File: config.mk
export PLATFORM = sky130hd
export DESIGN_NAME = lcd_timing_gen
export DESIGN_NICKNAME = d
export VERILOG_FILES = /design/src/rtl/lcdt_pkg.sv /design/src/rtl/lcdt_wrap_counter.sv /design/src/rtl/lcdt_sync_decode.sv /design/src/rtl/lcdt_pixel_path.sv /design/src/rtl/lcd_timing_gen.sv
export SDC_FILE = /design/constraint.sdc
export NUM_CORES = 1
export LEC_CHECK = 0
export BUFFER_PORTS_ARGS = -buffer_cell sky130_fd_sc_hd__buf_2
export CORE_UTILIZATION = 58
export CTS_CLUSTER_DIAMETER = 150
export DETAILED_ROUTE_END_ITERATION = 12
export GPL_ROUTABILITY_DRIVEN = 0
export MAX_ROUTING_LAYER = met4
export PLACE_DENSITY_LB_ADDON = 0.12
export RECOVER_POWER = 25
export SYNTH_ARGS = -nofsm -noshare
export SYNTH_HDL_FRONTEND = slang
export SYNTH_SLANG_ARGS = --single-unit
File: constraint.sdc
create_clock -name clk -period 4.9 [get_ports clk]
set_input_delay 0.245 -clock clk [delete_from_list [all_inputs] [get_ports clk]]
set_output_delay 0.245 -clock clk [all_outputs]
set_load 0.01 [all_outputs]
File: src/rtl/lcdt_pkg.sv
package lcdt_pkg;

  // True when pos lies in [lo, lo+len).
  function automatic logic in_span(input int pos, input int lo, input int len);
    return (pos >= lo) && (pos < lo + len);
  endfunction

endpackage

File: src/rtl/lcdt_wrap_counter.sv
module lcdt_wrap_counter #(
  parameter int TOTAL = 1056,
  localparam int W = $clog2(TOTAL)
) (
  input  logic         clk,
  input  logic         rst_n,
  input  logic         adv,
  output logic [W-1:0] cnt_q,
  output logic [W-1:0] cnt_nxt,
  output logic         wrap
);

  always_comb begin
    wrap    = adv && (cnt_q == W'(TOTAL - 1));
    cnt_nxt = cnt_q;
    if (adv) begin
      cnt_nxt = wrap ? '0 : cnt_q + W'(1);
    end
  end

  always_ff @(posedge clk or negedge rst_n) begin
    if (!rst_n) cnt_q <= '0;
    else        cnt_q <= cnt_nxt;
  end

endmodule

File: src/rtl/lcdt_sync_decode.sv
module lcdt_sync_decode
  import lcdt_pkg::*;
#(
  parameter int H_ACTIVE = 800,
  parameter int H_BLANK  = 46,
  parameter int H_SYNC   = 20,
  parameter int V_ACTIVE = 480,
  parameter int V_BLANK  = 23,
  parameter int V_SYNC   = 10,
  parameter int HW = 11,
  parameter int VW = 10,
  localparam int CW = $clog2(H_ACTIVE),
  localparam int RW = $clog2(V_ACTIVE)
) (
  input  logic [HW-1:0] h_pos,
  input  logic [VW-1:0] v_pos,
  output logic          hs_n,
  output logic          vs_n,
  output logic          req,
  output logic [CW-1:0] col,
  output logic [RW-1:0] row
);

  always_comb begin
    hs_n = !(int'(h_pos) < H_SYNC);
    vs_n = !(int'(v_pos) < V_SYNC);
    req  = in_span(int'(h_pos), H_BLANK - 1, H_ACTIVE) &&
           in_span(int'(v_pos), V_BLANK, V_ACTIVE);
    col  = req ? CW'(int'(h_pos) - (H_BLANK - 1)) : '0;
    row  = req ? RW'(int'(v_pos) - V_BLANK) : '0;
  end

endmodule

File: src/rtl/lcdt_pixel_path.sv
module lcdt_pixel_path #(
  parameter int CBITS = 8
) (
  input  logic             clk,
  input  logic             rst_n,
  input  logic             take,
  input  logic [CBITS-1:0] red_in,
  input  logic [CBITS-1:0] grn_in,
  input  logic [CBITS-1:0] blu_in,
  output logic [CBITS-1:0] red_q,
  output logic [CBITS-1:0] grn_q,
  output logic [CBITS-1:0] blu_q
);

  logic [CBITS-1:0] red_d, grn_d, blu_d;

  always_comb begin
    red_d = take ? red_in : '0;
    grn_d = take ? grn_in : '0;
    blu_d = take ? blu_in : '0;
  end

  always_ff @(posedge clk or negedge rst_n) begin
    if (!rst_n) begin
      red_q <= '0;
      grn_q <= '0;
      blu_q <= '0;
    end else begin
      red_q <= red_d;
      grn_q <= grn_d;
      blu_q <= blu_d;
    end
  end

endmodule

File: src/rtl/lcd_timing_gen.sv
module lcd_timing_gen #(
  parameter int H_ACTIVE = 800,
  parameter int H_BLANK  = 46,
  parameter int H_FRONT  = 210,
  parameter int H_SYNC   = 20,
  parameter int V_ACTIVE = 480,
  parameter int V_BLANK  = 23,
  parameter int V_FRONT  = 22,
  parameter int V_SYNC   = 10,
  parameter int CBITS    = 8,
  localparam int CW = $clog2(H_ACTIVE),
  localparam int RW = $clog2(V_ACTIVE)
) (
  input  logic             clk,
  input  logic             rst_n,
  input  logic [CBITS-1:0] red_i,
  input  logic [CBITS-1:0] grn_i,
  input  logic [CBITS-1:0] blu_i,
  output logic             pix_req,
  output logic [CW-1:0]    pix_col,
  output logic [RW-1:0]    pix_row,
  output logic             lcd_hsync_n,
  output logic             lcd_vsync_n,
  output logic [CBITS-1:0] lcd_red,
  output logic [CBITS-1:0] lcd_grn,
  output logic [CBITS-1:0] lcd_blu
);

  localparam int H_TOTAL = H_BLANK + H_ACTIVE + H_FRONT;
  localparam int V_TOTAL = V_BLANK + V_ACTIVE + V_FRONT;
  localparam int HW = $clog2(H_TOTAL);
  localparam int VW = $clog2(V_TOTAL);

  logic [HW-1:0] h_q, h_nxt;
  logic [VW-1:0] v_q, v_nxt;
  logic          h_wrap, v_wrap;

  logic          hs_n_d, vs_n_d, req_d;
  logic [CW-1:0] col_d;
  logic [RW-1:0] row_d;

  // Horizontal position runs every clock; the vertical one is enabled only on a line wrap.
  lcdt_wrap_counter #(.TOTAL(H_TOTAL)) u_hcnt (
    .clk(clk), .rst_n(rst_n), .adv(1'b1),
    .cnt_q(h_q), .cnt_nxt(h_nxt), .wrap(h_wrap)
  );

  lcdt_wrap_counter #(.TOTAL(V_TOTAL)) u_vcnt (
    .clk(clk), .rst_n(rst_n), .adv(h_wrap),
    .cnt_q(v_q), .cnt_nxt(v_nxt), .wrap(v_wrap)
  );

  // Decode the position that the counters move to, so that the output registers line up with it.
  lcdt_sync_decode #(
    .H_ACTIVE(H_ACTIVE), .H_BLANK(H_BLANK), .H_SYNC(H_SYNC),
    .V_ACTIVE(V_ACTIVE), .V_BLANK(V_BLANK), .V_SYNC(V_SYNC),
    .HW(HW), .VW(VW)
  ) u_dec (
    .h_pos(h_nxt), .v_pos(v_nxt),
    .hs_n(hs_n_d), .vs_n(vs_n_d), .req(req_d), .col(col_d), .row(row_d)
  );

  always_ff @(posedge clk or negedge rst_n) begin
    if (!rst_n) begin
      lcd_hsync_n <= 1'b0;
      lcd_vsync_n <= 1'b0;
      pix_req     <= 1'b0;
      pix_col     <= '0;
      pix_row     <= '0;
    end else begin
      lcd_hsync_n <= hs_n_d;
      lcd_vsync_n <= vs_n_d;
      pix_req     <= req_d;
      pix_col     <= col_d;
      pix_row     <= row_d;
    end
  end

  lcdt_pixel_path #(.CBITS(CBITS)) u_pix (
    .clk(clk), .rst_n(rst_n), .take(pix_req),
    .red_in(red_i), .grn_in(grn_i), .blu_in(blu_i),
    .red_q(lcd_red), .grn_q(lcd_grn), .blu_q(lcd_blu)
  );

  logic unused_ok;
  assign unused_ok = ^{h_q, v_q, v_wrap};

endmodule

==> results of run 1 <==
==> stage by stage <==
step	setup slack [ns]	power, mW
detailed placement	1.39	0.584
CTS	1.33	1.03
global placement	1.49	0.584
global route	0.896	1.06
finish	1.32	1.02
floorplan	1.89	0.564
==> cell families (layout without fill, tap and decap cells) <==
group	count (synthesis)	after routing
AND/OR/NAND/NOR	129	129
XOR/XNOR	28	28
adder cells (fa/ha/maj)	5	5
multiplexers	1	1
AO/OA/AOI/OAI	42	42
flip-flops	67	67
buffers and inverters	33	107
==> cell usage after synthesis (2+ instances only) <==
library cell	number
o211ai_1	2
a31oi_1	5
inv_1	15
nand4_1	5
xnor2_1	16
o31ai_1	4
and3_1	4
nor4_1	3
nand4bb_1	2
nor3b_2	2
buf_4	5
nor3_1	22
nand2_1	18
nor2_1	15
and4_1	3
o2111ai_1	2
o21ai_0	8
dfrtp_1	67
buf_2	4
o22ai_1	2
ha_1	5
buf_6	2
clkbuf_1	6
xor2_1	12
nand3_1	11
and2_1	27
a21oi_1	6
nand2b_1	2
==> state kept, by name, indices dropped and copies added (netlist names) <==
signal        count
lcd_vsync_n       1
u_vcnt.cnt_q     10
u_hcnt.cnt_q     11
lcd_hsync_n       1
u_pix.grn_q       8
pix_row           9
u_pix.blu_q       8
pix_req           1
pix_col          10
u_pix.red_q       8
==> where the power goes <==
part,leakage [nW],total (mW),switching [mW],internal [mW]
sequential,0.917,0.553,0,0.553
combinational,0.885,0.0188,0.0119,0.00692
clock,0.0926,0.444,0.195,0.248
==> cell type report <==
| type | instances | area, um^2 | area share |
|---|---|---|---|
| clock buffers | 12 | 145 | 0.0383 |
| multi-input cells | 205 | 1390 | 0.367 |
| flip-flops and latches | 67 | 1680 | 0.442 |
| inverters | 16 | 60.1 | 0.0158 |
| clock inverters | 4 | 50.0 | 0.0132 |
| well taps | 70 | 87.6 | 0.0231 |
| repair buffers | 75 | 382 | 0.101 |
==> layer usage <==
layer | track usage | wire (um) | vias up
met2 | 0.362 | 2920 | 109
met4 | 0.102 | 97 | 0
met3 | 0.0623 | 453 | 10
li1 | - | - | 1196
met5 | - | 0 | -
met1 | 0.339 | 2960 | 1141
==> worst max-delay path, delay by kind of cell, from the launching register on <==
kind	cells	cell delay (ns)
adders and majority gates	2	0.67
and+or+nand+nor	5	0.90
muxes	1	0.36
DFF	1	0.47
buffers and inverters	3	0.58
AOI/OAI and AO/OA	2	0.48
==> placed cells by master, fill, tap and decap left out, drive strengths merged, types with 3 or more instances in the layout <==
cell type  count
buf           74
dfrtp         67
and2          28
nor3          23
nand2         18
xnor2         16
inv           16
nor2          15
clkbuf        13
xor2          12
nand3         12
o21ai          8
a21oi          7
a31oi          6
nand4          6
ha             5
and3           4
o31ai          4
nor4           4
and4           3
==> worst max path at each step <==
stage,end,slack [ns],depth (start not counted)
3_3_place_gp,pix_col[3],1.49,12
6_report,pix_row[2],1.32,13
5_1_grt,pix_col[6],0.90,13
3_5_place_dp,pix_col[5],1.39,12
4_1_cts,pix_col[5],1.33,13
2_1_floorplan,pix_row[7],1.89,14
==> flow_metrics.py, run 1 <==
metrics = {
    "synthesis": {
        "syn-num-nets": 336,
        "avgSynthCellArea_um2": 10.6,
        "yosys.area.top_type_share": 0.519,
        "synthXorXnorAreaFrac": 0.0759,
        "synth-simple-area-share": 0.239,
        "ys_seq_area_frac": 0.519,
        "synth-compound-area-share": 0.0925,
        "async_reset_ff_frac": 1.00,
        "muxShareOfSynthArea": 0.00426,
        "yosys_warnings": 0,
        "synthCells": 305,
        "synth-edff-count": 0,
        "synth_area_leaders": "dfrtp_1, and2_1, xnor2_1",
        "syn_area_mm2": 0.00323,
        "yosysUniqueCellTypes": 58,
        "dominantRegCellSynth": "dfrtp_1",
        "synth_top_family_by_area": "simple AND/OR/NAND/NOR gates",
        "synth_fa_ha_area_frac": 0.0194,
        "synth_top_area_cell": "dfrtp_1",
        "ys_seq_elements": 67,
    },
    "hold_path": {
        "hold_end": "u_pix.grn_q[4]",
        "min_path_cells": 2,
        "hp-class": "input pin to register",
        "min_from": "grn_i[4]",
    },
    "timing": {
        "fin_crit_sh": 0.731,
        "hold_slack_ns": 0.120,
        "max_slew_margin": -1.20,
        "layout_min_cycle_time_ns": 3.58,
        "tightest_slew_ns": 3.30,
        "hold_viol": 0,
        "fmax_mhz": 279,
        "setup_viol": 0,
        "clock_skew_ns": 0.00499,
        "final_max_slew_viol_count": 68,
        "setup-tns-final_ns": 0,
        "rsz0062_at_grt": "false",
    },
    "floorplanning": {
        "die_area_mm2": 0.00587,
        "die_w_um": 76.6,
        "start_util": 0.617,
        "dieHeight_um": 76.6,
        "rows": 26,
        "io_pins": 72,
        "core_area_mm2": 0.00524,
    },
    "critical_path": {
        "reg2reg_slack_ns": 1.32,
        "reg2reg_depth": 13,
        "slowest_stage": "dfrtp_1",
        "r2r_start": "u_hcnt.cnt_q[0]",
        "path_cells": "ha_1 > nand4bb_1 > nor3_1 > buf_4 > nand2_1 > o21ai_0 > ha_1 > inv_1 > nor4_1 > o32ai_1 > mux2i_2 > buf_4 > nor3_1",
        "max_stage_delay_ns": 0.47,
        "critical_path_required_ns": 5.11,
        "cp_max_fo": 16,
        "arrival_ns": 3.80,
        "path_class": "register to register",
        "startpoint": "u_hcnt.cnt_q[0]",
        "start_kind": "register",
        "r2r-end": "pix_row[2]",
        "critPathCaptureType": "register",
    },
    "placement": {
        "portBuffers": 71,
        "dp_hpwl_um": 4620,
        "placed_cell_area_mm2": 0.00360,
        "place_inst": 433,
    },
    "global_route": {
        "first_global_vias": 2232,
        "antenna_found_initial": 0,
        "grt_pass1_wl_um": 10900,
        "overflow": 0,
        "grt_max_degree": 68,
        "grtUsageTotal": 0.250,
    },
    "cells_and_area": {
        "utilization": 0.724,
        "final_area_mm2": 0.00379,
        "finalNetCount": 405,
        "num_antenna_cells": 0,
        "stdcell_count": 449,
        "drive_above_1_share": 0.274,
        "n_fill_cell": 384,
        "area_growth_pct": 17.4,
    },
    "clock_tree": {
        "clkTransAtPathRegs_ns": 0.07,
        "cts_setup_buffers": 0,
        "ctsHoldBuffers": 0,
        "numCtsBuffers": 9,
        "tritoncts": "yes",
        "clockBufferDepth": 2,
        "clock-root-buffer": "clkbuf_8",
        "cts_max_level": 3,
        "ctsResizeCount": 0,
        "insertion_delay_ns": 0.33,
        "clkSinkCount": 67,
    },
    "run": {
        "cap_violations": 1,
    },
    "pwr": {
        "power_density_mw_per_mm2": 268,
        "peakVddDrop_mv": 0.180,
        "p_leak_nw": 1.89,
    },
    "status": {
        "outcome": "finished, violations left",
        "failed_checks": "max-capacitance violations, max-slew violations",
    },
    "detailed_routing": {
        "detail-route-antenna-nets": 0,
        "drt_iter0_drc": 222,
        "vias_per_cell": 5.47,
        "dr.pass1.iters": 5,
        "vias": 2456,
        "totalWireLength_um": 6430,
        "remaining_drc_errors": 0,
        "wl_per_cell_um": 14.3,
    },
}
(Power assumes the default switching activity.)
==> run 2: changes to the inputs <==
Settings changed: CORE_UTILIZATION 58 to 49.
Clock period 4.9 ns to 3.26 ns, I/O delays scaled along.
==> run 2 against run 1 <==
Critical endpoint is now pix_row[7]; combinational power grew 66%; non-clock buffer count up 11; first-iteration DRC count down 19%; via count shrank 1.5%; largest cell class unchanged; largest power group unchanged; the flow still finishes with violations (max-capacitance violations, max-slew violations).
==> flow_metrics.py, run 2 (same netlist as run 1, synthesis figures left out) <==
metrics = {
    "status": {
        "outcome": "finished, violations left",
        "failed_checks": "max-capacitance violations, max-slew violations",
    },
    "cells_and_area": {
        "num_antenna_cells": 0,
        "area_growth_pct": 20.3,
        "reg_top3": "u_hcnt.cnt_q (11), pix_col (10), u_vcnt.cnt_q (10)",
        "final_cell_mix": "dfrtp_1, buf_2, and2_1",
        "top_register": "u_hcnt.cnt_q",
        "drive_above_1_share": 0.254,
        "layout_commonest_cell": "dfrtp_1",
        "largest_reg_flops": 11,
        "finalNetCount": 416,
        "utilization": 0.612,
    },
    "timing": {
        "max_slew_margin": -0.00434,
        "final_max_slew_viol_count": 27,
        "tightest_slew_ns": 1.51,
        "hold_viol": 0,
        "rsz0062_at_grt": "false",
        "layout_min_cycle_time_ns": 3.02,
        "setup-tns-final_ns": 0,
        "fin_crit_sh": 0.925,
        "fmax_mhz": 332,
        "clock_skew_ns": 0.0122,
        "setup_viol": 0,
    },
    "critical_path": {
        "cp_max_fo": 20,
        "critical_path_required_ns": 3.51,
        "slowest_stage": "dfrtp_1",
        "path_cells": "ha_1 > nand4bb_1 > nor3_4 > nand2_1 > o21ai_0 > ha_1 > inv_1 > nor4_1 > o32ai_1 > buf_4 > mux2i_2 > buf_4 > nor4_4",
        "arrival_ns": 3.26,
        "path_buf_inv": 3,
        "critPathCaptureType": "register",
        "max_stage_delay_ns": 0.47,
        "path_class": "register to register",
        "cp_top_family": "simple AND/OR/NAND/NOR gates",
        "reg2reg_slack_ns": 0.24,
        "start_kind": "register",
    },
    "floorplanning": {
        "die_area_mm2": 0.00692,
        "core_area_mm2": 0.00635,
        "rows": 29,
        "die_w_um": 83.2,
        "io_pins": 72,
        "dieHeight_um": 83.2,
        "start_util": 0.509,
    },
    "global_route": {
        "grt_max_degree": 28,
        "first_global_vias": 2353,
        "overflow": 0,
        "antenna_found_initial": 0,
        "grtUsageTotal": 0.221,
        "grt_pass1_wl_um": 11600,
    },
    "placement": {
        "portBuffers": 71,
        "dp_hpwl_um": 4940,
    },
    "pwr": {
        "switching_share": 0.225,
        "p_sw_mw": 0.348,
        "p_int_mw": 1.20,
        "p_leak_nw": 1.89,
        "seqPwrFrac": 0.537,
        "power_density_mw_per_mm2": 398,
        "peakVddDrop_mv": 0.279,
        "pwr-share-clk": 0.443,
        "comb_power_share": 0.020,
    },
    "clock_tree": {
        "numCtsBuffers": 9,
        "clockBufferDepth": 2,
        "clkTransAtPathRegs_ns": 0.08,
        "cts_setup_buffers": 0,
        "insertion_delay_ns": 0.34,
        "clkSinkCount": 67,
        "cts_max_level": 3,
        "tritoncts": "yes",
        "clock-root-buffer": "clkbuf_8",
    },
    "detailed_routing": {
        "dr.pass1.iters": 4,
        "vias": 2419,
        "totalWireLength_um": 6760,
        "vias_per_cell": 5.18,
        "remaining_drc_errors": 0,
        "detail-route-antenna-nets": 0,
        "wl_per_cell_um": 14.5,
        "drt_iter0_drc": 180,
    },
    "run": {
        "cap_violations": 1,
    },
    "hold_path": {
        "hp-class": "input pin to register",
    },
}
## run 2: changes by cell type in the layout (fill, tap and decap cells not counted), moves of 2 or more
cell | before | now
clkinv_4 | 0 | 2
buf_2 | 71 | 51
buf_4 | 3 | 14
clkbuf_1 | 3 | 20
## run 2: worst paths after layout
kind / startpoint / to / cells after the start
min: blu_i[6] / u_pix.blu_q[6] / 2
max in group asynchronous: rst_n / u_vcnt.cnt_q[0] / 3
max reg2reg: u_hcnt.cnt_q[1] / pix_row[7] / 13
min reg2reg: u_vcnt.cnt_q[8] / u_vcnt.cnt_q[8] / 1
max: u_hcnt.cnt_q[1] / pix_row[7] / 13
min in group asynchronous: rst_n / u_vcnt.cnt_q[7] / 2
## run 2: through the flow
step	power [mW]	hold slack [ns]	worst slack [ns]	std cells	area, um^2
after global placement	0.878	0.218	0.272	450	3690
after detailed placement	0.879	0.224	0.197	450	3690
after floorplan	0.847	-0.133	0.254	305	3230
after CTS	1.57	0.0162	0.145	467	3900
final	1.55	0.0303	0.244	467	3890
after global routing	1.60	0.0133	0.0110	467	3890
## run 2: repair_timing
action / 4_1_cts / 5_1_grt
hold buffers: 1 / 0
gates resized for setup: 0 / 3
endpoints found under the setup margin: 0 / 20
hold endpoints to repair: 25 / 0
## run 2: final cells by class
| cell class | instances | area, um^2 |
|---|---|---|
| clock buffers | 9 | 124 |
| clock inverters | 7 | 76.3 |
| fillers | 525 | 2460 |
| inverters | 16 | 60.1 |
| multi-input cells | 205 | 1410 |
| flip-flops and latches | 67 | 1680 |
| well taps | 77 | 96.3 |
| repair buffers | 86 | 445 |
## run 2: power groups by stage
stage | sequential, mW | clock [mW] | combinational [mW]
floorplan | 0.847 | 0 | 0.00000168
global placement | 0.847 | 0 | 0.0314
detailed placement | 0.847 | 0 | 0.0322
CTS | 0.830 | 0.702 | 0.0332
global route | 0.830 | 0.737 | 0.0369
finish | 0.830 | 0.685 | 0.0313
## run 2: metal layers
layer  wire (um)  up-vias  GRT usage
met1        3010     1149      0.272
met4          70        0     0.0846
li1            -     1216          -
met5           0        -          -
met2        3480       47      0.361
met3         197        7     0.0408
